<file path="src/rtl/rr_vector_select.sv">
module rr_vector_select #(
  parameter int WIDTH    = 32,
  parameter int VEC_W    = 8,
  parameter int INT_BASE = 8,
  parameter int EXT_BASE = 80,
  parameter bit CASC_EN  = 1'b1,
  parameter int CASC_LO  = 20,
  parameter int CASC_HI  = 23
) (
  input  logic                     clk,
  input  logic                     rst_n,
  input  logic [WIDTH-1:0]         status,
  input  logic                     dispatch,
  input  logic                     dis_en,
  input  logic [$clog2(WIDTH)-1:0] dis_idx,
  input  logic                     ena_en,
  input  logic [$clog2(WIDTH)-1:0] ena_idx,
  output logic                     vec_valid,
  output logic [VEC_W-1:0]         vec_num,
  output logic [WIDTH-1:0]         mask_q
);
  // WIDTH must be a power of two (32 or 64) so the pointer wraps by truncation
  localparam int IW = $clog2(WIDTH);

  logic [WIDTH-1:0] pending;
  logic [WIDTH-1:0] mask_nxt;
  logic [IW-1:0]    ptr_q;
  logic [IW-1:0]    offset;
  logic [IW-1:0]    sel;
  logic             found;
  logic             in_win;
  logic [VEC_W-1:0] vec_map;

  assign pending = status & mask_q;

  always_comb begin
    found  = 1'b0;
    offset = '0;
    for (int k = WIDTH - 1; k >= 0; k--) begin
      if (pending[ptr_q + IW'(k)]) begin
        found  = 1'b1;
        offset = IW'(k);
      end
    end
  end

  assign sel     = ptr_q + offset;
  assign in_win  = CASC_EN && (int'(sel) >= CASC_LO) && (int'(sel) <= CASC_HI);
  assign vec_map = in_win ? VEC_W'(EXT_BASE + int'(sel) - CASC_LO)
                          : VEC_W'(INT_BASE + int'(sel));

  always_comb begin
    mask_nxt = mask_q;
    if (dis_en) mask_nxt[dis_idx] = 1'b0;
    if (ena_en) mask_nxt[ena_idx] = 1'b1;
  end

  always_ff @(posedge clk or negedge rst_n) begin
    if (!rst_n) begin
      mask_q    <= '0;
      ptr_q     <= '0;
      vec_valid <= 1'b0;
      vec_num   <= '0;
    end else begin
      mask_q    <= mask_nxt;
      vec_valid <= dispatch && found;
      if (dispatch && found) begin
        vec_num <= vec_map;
        ptr_q   <= sel + IW'(1);
      end
    end
  end
endmodule


</file>
<file path="config.mk">
export PLATFORM = sky130hd
export DESIGN_NAME = rr_vector_select
export DESIGN_NICKNAME = d
export VERILOG_FILES = /design/src/rtl/rr_vector_select.sv
export SDC_FILE = /design/constraint.sdc
export NUM_CORES = 1
export LEC_CHECK = 0
export ABC_AREA = 1
export ABC_CLOCK_PERIOD_IN_PS = 17600
export BUFFER_PORTS_ARGS = -buffer_cell sky130_fd_sc_hd__buf_2
export CAP_MARGIN = 5
export CELL_PAD_IN_SITES_DETAIL_PLACEMENT = 1
export CELL_PAD_IN_SITES_GLOBAL_PLACEMENT = 1
export CORE_MARGIN = 3
export CORE_UTILIZATION = 42
export DETAILED_ROUTE_END_ITERATION = 12
export GPL_TIMING_DRIVEN = 0
export PLACE_DENSITY = 0.86
export REMOVE_ABC_BUFFERS = 1
export SLEW_MARGIN = 20
export SYNTH_ARGS = -nofsm -noshare
export SYNTH_HDL_FRONTEND = slang
export SYNTH_SLANG_ARGS = --single-unit
</file>
<file path="constraint.sdc">
create_clock -name clk -period 17.6 [get_ports clk]
set_input_delay 3.52 -clock clk [delete_from_list [all_inputs] [get_ports clk]]
set_output_delay 3.52 -clock clk [all_outputs]
set_load 0.005 [all_outputs]
</file>
# Yosys cells after proc, flatten, opt, wreduce, memory -nomap -nowiden
# Index checks and enable logic that the tools add are counted.
# totals
register_bits,46
inputBits,47
output_inout_bits,41
word_cells,221
# op_classes
add_sub_neg,36
order_cmp,38
n_mux,135
bitwise_logic,4
reduce_logical,4
# ops
cell,n
$lt 5x6->1 const B,34
$bmux 1 s5,32
$mux 5,32
$add 5x5->5 const B,16
$mux 1,66
$and 32x32->32,2
$mux 32,2
$add 5x4->5 const B,8
$not 32->32,1
$or 32x32->32,1
$add 5x3->5 const B,4
$add 5x1->5 const B,2
$add 5x2->5 const B,2
$demux 1 s5,2
$ge 5x1->1 const B,2
$add 7x5->8 const A,1
$mux 8,1
$sub 8x5->8 const B,1
$add 4x5->6 const A,1
$add 5x5->5,1
$ge 5x5->1 const B,1
$le 5x5->1 const B,1
$logic_and 1x1->1,4

# Logic depth before layout (Yosys ltp)
# depth
ltp_word,39
depth_mapped,57
ltp_nobuf,54

# Least setup slack after synthesis
# No wires, ideal clock.
# synth_path
kind,input -> register
startpoint,input port status[11]
endpoint,register vec_num[5]
setup_time_ps,92
arrival_ps,7662
t_required_ps,17508
slack_ps,9846
path_stages,49
path_buffers,0
cell_sequence,nand2_1 > nand2_1 > and2_1 > o21ai_0 > or2_2 > o21ai_0 > nand2_1 > o21a_1 > inv_1 > o21ai_0 > nand2_1 > nand2_1 > nand2_1 > nand2_1 > nand2_1 > nand2_1 > nand2_1 > nand2_1 > [... 13 more ...] > nand2_1 > nand2_1 > a21oi_1 > ha_1 > fa_1 > nand3_1 > nand2_1 > xor2_1 > or2_4 > nand2_4 > inv_2 > ha_1 > a21oi_1 > a31o_2 > nand2_4 > inv_2 > nor2_1 > o31ai_2
# synth_via
elab_chain_len,39
word_cells_on_any_way,138
classes_between,add/sub (4); order compare (2); mux (129); bitwise (1); reduce/logical (2)
# synth_lines
element,line,source
"start, declared",12,"input logic [WIDTH-1:0] status,"
$and 32x32->32 (*),34,assign pending = status & mask_q;
$bmux 1 s5,40,if (pending[ptr_q + IW'(k)]) begin
$mux 1 (implied by the code),40,
$mux 5 (32 in series),40,
$add 5x5->5,47,assign sel = ptr_q + offset;
"$add 7x5->8, or another cell as far along",49,assign vec_map = in_win ? VEC_W'(EXT_BASE + int'(sel) - CASC_LO)
$sub 8x5->8 or $logic_and 1x1->1 (tied branches),"49, 48",
$mux 8,49,
"end signal, assigned",68,vec_num <= vec_map;
"end, declared",19,"output logic [VEC_W-1:0] vec_num,"
# Mark *: on every way between the ends. The rest lies on a longest branch, timed or not. The select of a mux whose other input is x is not followed.
# A chain may end at the register's enable or synchronous reset.

# Final worst setup path
# layout_path
startpoint,input port status[19]
endpoint,register vec_num[5]
# The elaborated chain is that of the path after synthesis.

==> flow_summary.toml <==
[timing]
clock-skew-final_ps = 6.56
final_period_minus_worst_setup_slack_ps = 8870
worst_relative_slew_slack_pct = 45.3
clock.fmax_mhz = 113
final-setup-viol-count = 0
slew_violations = 0
grt_setup_unrepaired = "no"
final_min_period_over_clock_period_pct = 50.4
tightestPinTransition_ps = 820
finalHoldViolCount = 0
tns_ps = 0

[worst_setup_path]
top_fanout_value_on_the_critical_path = 7
startpoint_kind_of_the_worst_setup_timing_path = "input pin"
cp_slowest_cell = "sky130_fd_sc_hd__nor2_1"
critPathTopFamily = "simple AND/OR/NAND/NOR gates"
kind_of_end_point_of_the_critical_path = "register"
worst_path_largest_cell_delay_ps = 470
worst-path-buf-inv = 3
cp_data_required_time_ps = 17760
cp.arrival_ps = 9030
criticalPathCategory = "input pin to register"
crit_top_cell = "sky130_fd_sc_hd__nand2_1"

[floorplan]
floorplan.die.width_um = 118
io_pins = 88
placement_rows = 40
floorplan.initialDensity_pct = 43.4
floorplan.die.height_um = 118
core_footprint_um2 = 12100
die-area_um2 = 13900

[clocking]
clk_path_buf_depth = 2
post_cts_resized = 0
cts.repair_timing.setup_buffer_count = 0
htree_levels = 2
tritoncts = "built"
cts.clk_slew.worst_paths_ps = 60
insertion_delay_ps = 290
clock-root-buffer = "sky130_fd_sc_hd__clkbuf_16"
numClockSinks = 45
numCtsBuffers = 5
cts_hold_buffers = 0

[synth]
post_synth_inst_count = 850
synth_top_area_cell = "sky130_fd_sc_hd__dfrtp_1"
postSynth.asyncResetShare_pct = 100
seq_area_frac_synth_pct = 21.4
synth_top_family_by_area = "simple AND/OR/NAND/NOR gates"
post_synth_and_or_nand_nor_area_fraction_pct = 40.2
mapped_area_um2 = 5260
number_of_enable_type_register_cells_in_the_synthesized_netlist = 0
synth.yosys.warnings = 0
synth_top_area_share_pct = 21.4
synth_adder_area_share_pct = 6.81
avgSynthCellArea_um2 = 6.18
synth_xor_area_share_pct = 4.59
ys_ff_latch = 45
synth_mux_area_share_pct = 0.571
post_synth_main_area_contributors = "sky130_fd_sc_hd__dfrtp_1 (21%), sky130_fd_sc_hd__nand2_1 (18%), sky130_fd_sc_hd__nand3_1 (15%), sky130_fd_sc_hd__o21ai_0 (10%), sky130_fd_sc_hd__ha_1 (6.4%)"
synth_compound_area_share_pct = 18.2
synthDistinctLibCells = 48
most_used_dff_post_synth = "sky130_fd_sc_hd__dfrtp_1"

[global_route]
grt_max_degree = 46
grt.overflow.total = 0
grt_use_total_pct = 28.1
antenna_found_initial = 0
grt_pass1_wl_mm = 31.9
first_global_vias = 6352

[detailed_routing]
dr_total_vias = 6158
1st_pass_router_iterations = 5
antenna_left = 0
detail_route.wirelength_mm = 20.1
drt_iter0_markers = 299
detail_route.drc_violations = 0
post_drt_wl_per_cell_um = 18.5
viasPerCell = 5.65

[placed_design]
dp.final_hpwl_mm = 15.6
gpl.final_weighted_congestion = 0.898
port_buffers = 86

[layout]
antennaDiodeCount = 0
nFillCells = 1751
num-nets-final = 996
post_route_cells_drive_above_1_share_pct = 14.6
syn_to_layout_area_delta_pct = 13.1
area_of_the_multi_input_gates_um2 = 3700
final-seq-area_um2 = 1130

[job]
maxCapViolations = 0

[outcome]
status = "finished, final reports clean"

[worst_hold_path]
holdCritPathClass = "register to register"
## layout make-up
class                   instances  share of cell area (%)
flip-flops and latches         45                    19.0
well taps                     168                    3.54
clock inverters                 1                   0.147
multi-input cells             707                    62.3
inverters                      75                    4.78
repair buffers                 87                    7.71
clock buffers                   7                    2.57
## stage by stage
stage	utilization [%]	instance area [µm²]	hold slack [ps]	worst slack, ps	instances
3_3_place_gp	47.5	5750	462	8770	1081
4_1_cts	48.8	5920	486	8820	1089
5_1_grt	49.1	5940	506	8010	1090
6_report	49.1	5940	481	8730	1090
2_1_floorplan	-	5110	475	9800	827
3_5_place_dp	47.5	5750	470	8580	1081
## worst min-delay path: stages, from the launching register on
cell                      delay, ps
sky130_fd_sc_hd__dfrtp_1        340
sky130_fd_sc_hd__nand2_1         50
sky130_fd_sc_hd__o21ai_0         60
## layer usage
layer | share of wire [%] | up-vias | track usage, %
li1 | - | 2976 | -
met1 | 44 | 2928 | 36.6
met2 | 48 | 204 | 49.1
met3 | 5.2 | 50 | 2.64
met4 | 2.9 | 0 | 8.94
met5 | 0 | - | 0
## registers in the layout (all words and copies together), names as in the netlist
signal and cells:
vec_num 7, ptr_q 5, vec_valid 1, mask_q 32
## Yosys cell counts (all sizes together), types with 3 or more instances
master,number
nand2,262
nand3,161
o21ai,125
inv,74
dfrtp,45
nor2,40
ha,27
buf,15
xor2,15
a21oi,13
a31oi,11
o21a,11
or2,10
clkbuf,8
and2,7
xnor2,7
o31ai,4
mux2i,3
## cell families after synthesis
kind of cell | after synthesis
adders and majority gates | 28
DFF | 45
AOI/OAI and AO/OA | 171
muxes | 3
buffers and inverters | 98
and+or+nand+nor | 482
other | 1
xor gates and xnor gates | 22
## final timing paths
| path | startpoint | cells past startpoint | end | slack, ps |
|---|---|---|---|---|
| min reg2reg | vec_num[1]$_DFFE_PN0P_ | 2 | vec_num[1]$_DFFE_PN0P_ | 480 |
| min in group asynchronous | rst_n | 1 | mask_q[23]$_DFF_PN0_ | 3190 |
| max in group asynchronous | rst_n | 2 | ptr_q[0]$_DFFE_PN0P_ | 13890 |
| max reg2reg | ptr_q[0]$_DFFE_PN0P_ | 51 | vec_num[5]$_DFFE_PN0P_ | 9740 |
| min | vec_num[1]$_DFFE_PN0P_ | 2 | vec_num[1]$_DFFE_PN0P_ | 480 |
| max | status[19] | 49 | vec_num[5]$_DFFE_PN0P_ | 8730 |
## cell usage in the layout (no fill, tap or decap), types with 3 or more instances in the layout
master,count
sky130_fd_sc_hd__inv_2,10
sky130_fd_sc_hd__nand3_1,158
sky130_fd_sc_hd__a31oi_1,11
sky130_fd_sc_hd__o21ai_0,107
sky130_fd_sc_hd__clkbuf_16,5
sky130_fd_sc_hd__xor2_2,3
sky130_fd_sc_hd__inv_1,63
sky130_fd_sc_hd__nand2_1,258
sky130_fd_sc_hd__o21a_1,10
sky130_fd_sc_hd__xor2_1,11
sky130_fd_sc_hd__a21oi_1,11
sky130_fd_sc_hd__or2_2,4
sky130_fd_sc_hd__or2_1,5
sky130_fd_sc_hd__dfrtp_1,44
sky130_fd_sc_hd__o31ai_1,3
sky130_fd_sc_hd__buf_2,86
sky130_fd_sc_hd__xnor2_1,6
sky130_fd_sc_hd__nand3_2,3
sky130_fd_sc_hd__nor2_1,37
sky130_fd_sc_hd__mux2i_1,3
sky130_fd_sc_hd__ha_1,27
sky130_fd_sc_hd__o21ai_1,16
sky130_fd_sc_hd__and2_1,7
Power is left out: the tool's default activity adds up to more than one toggle a clock period on the data nets, which glitch-free logic cannot reach.
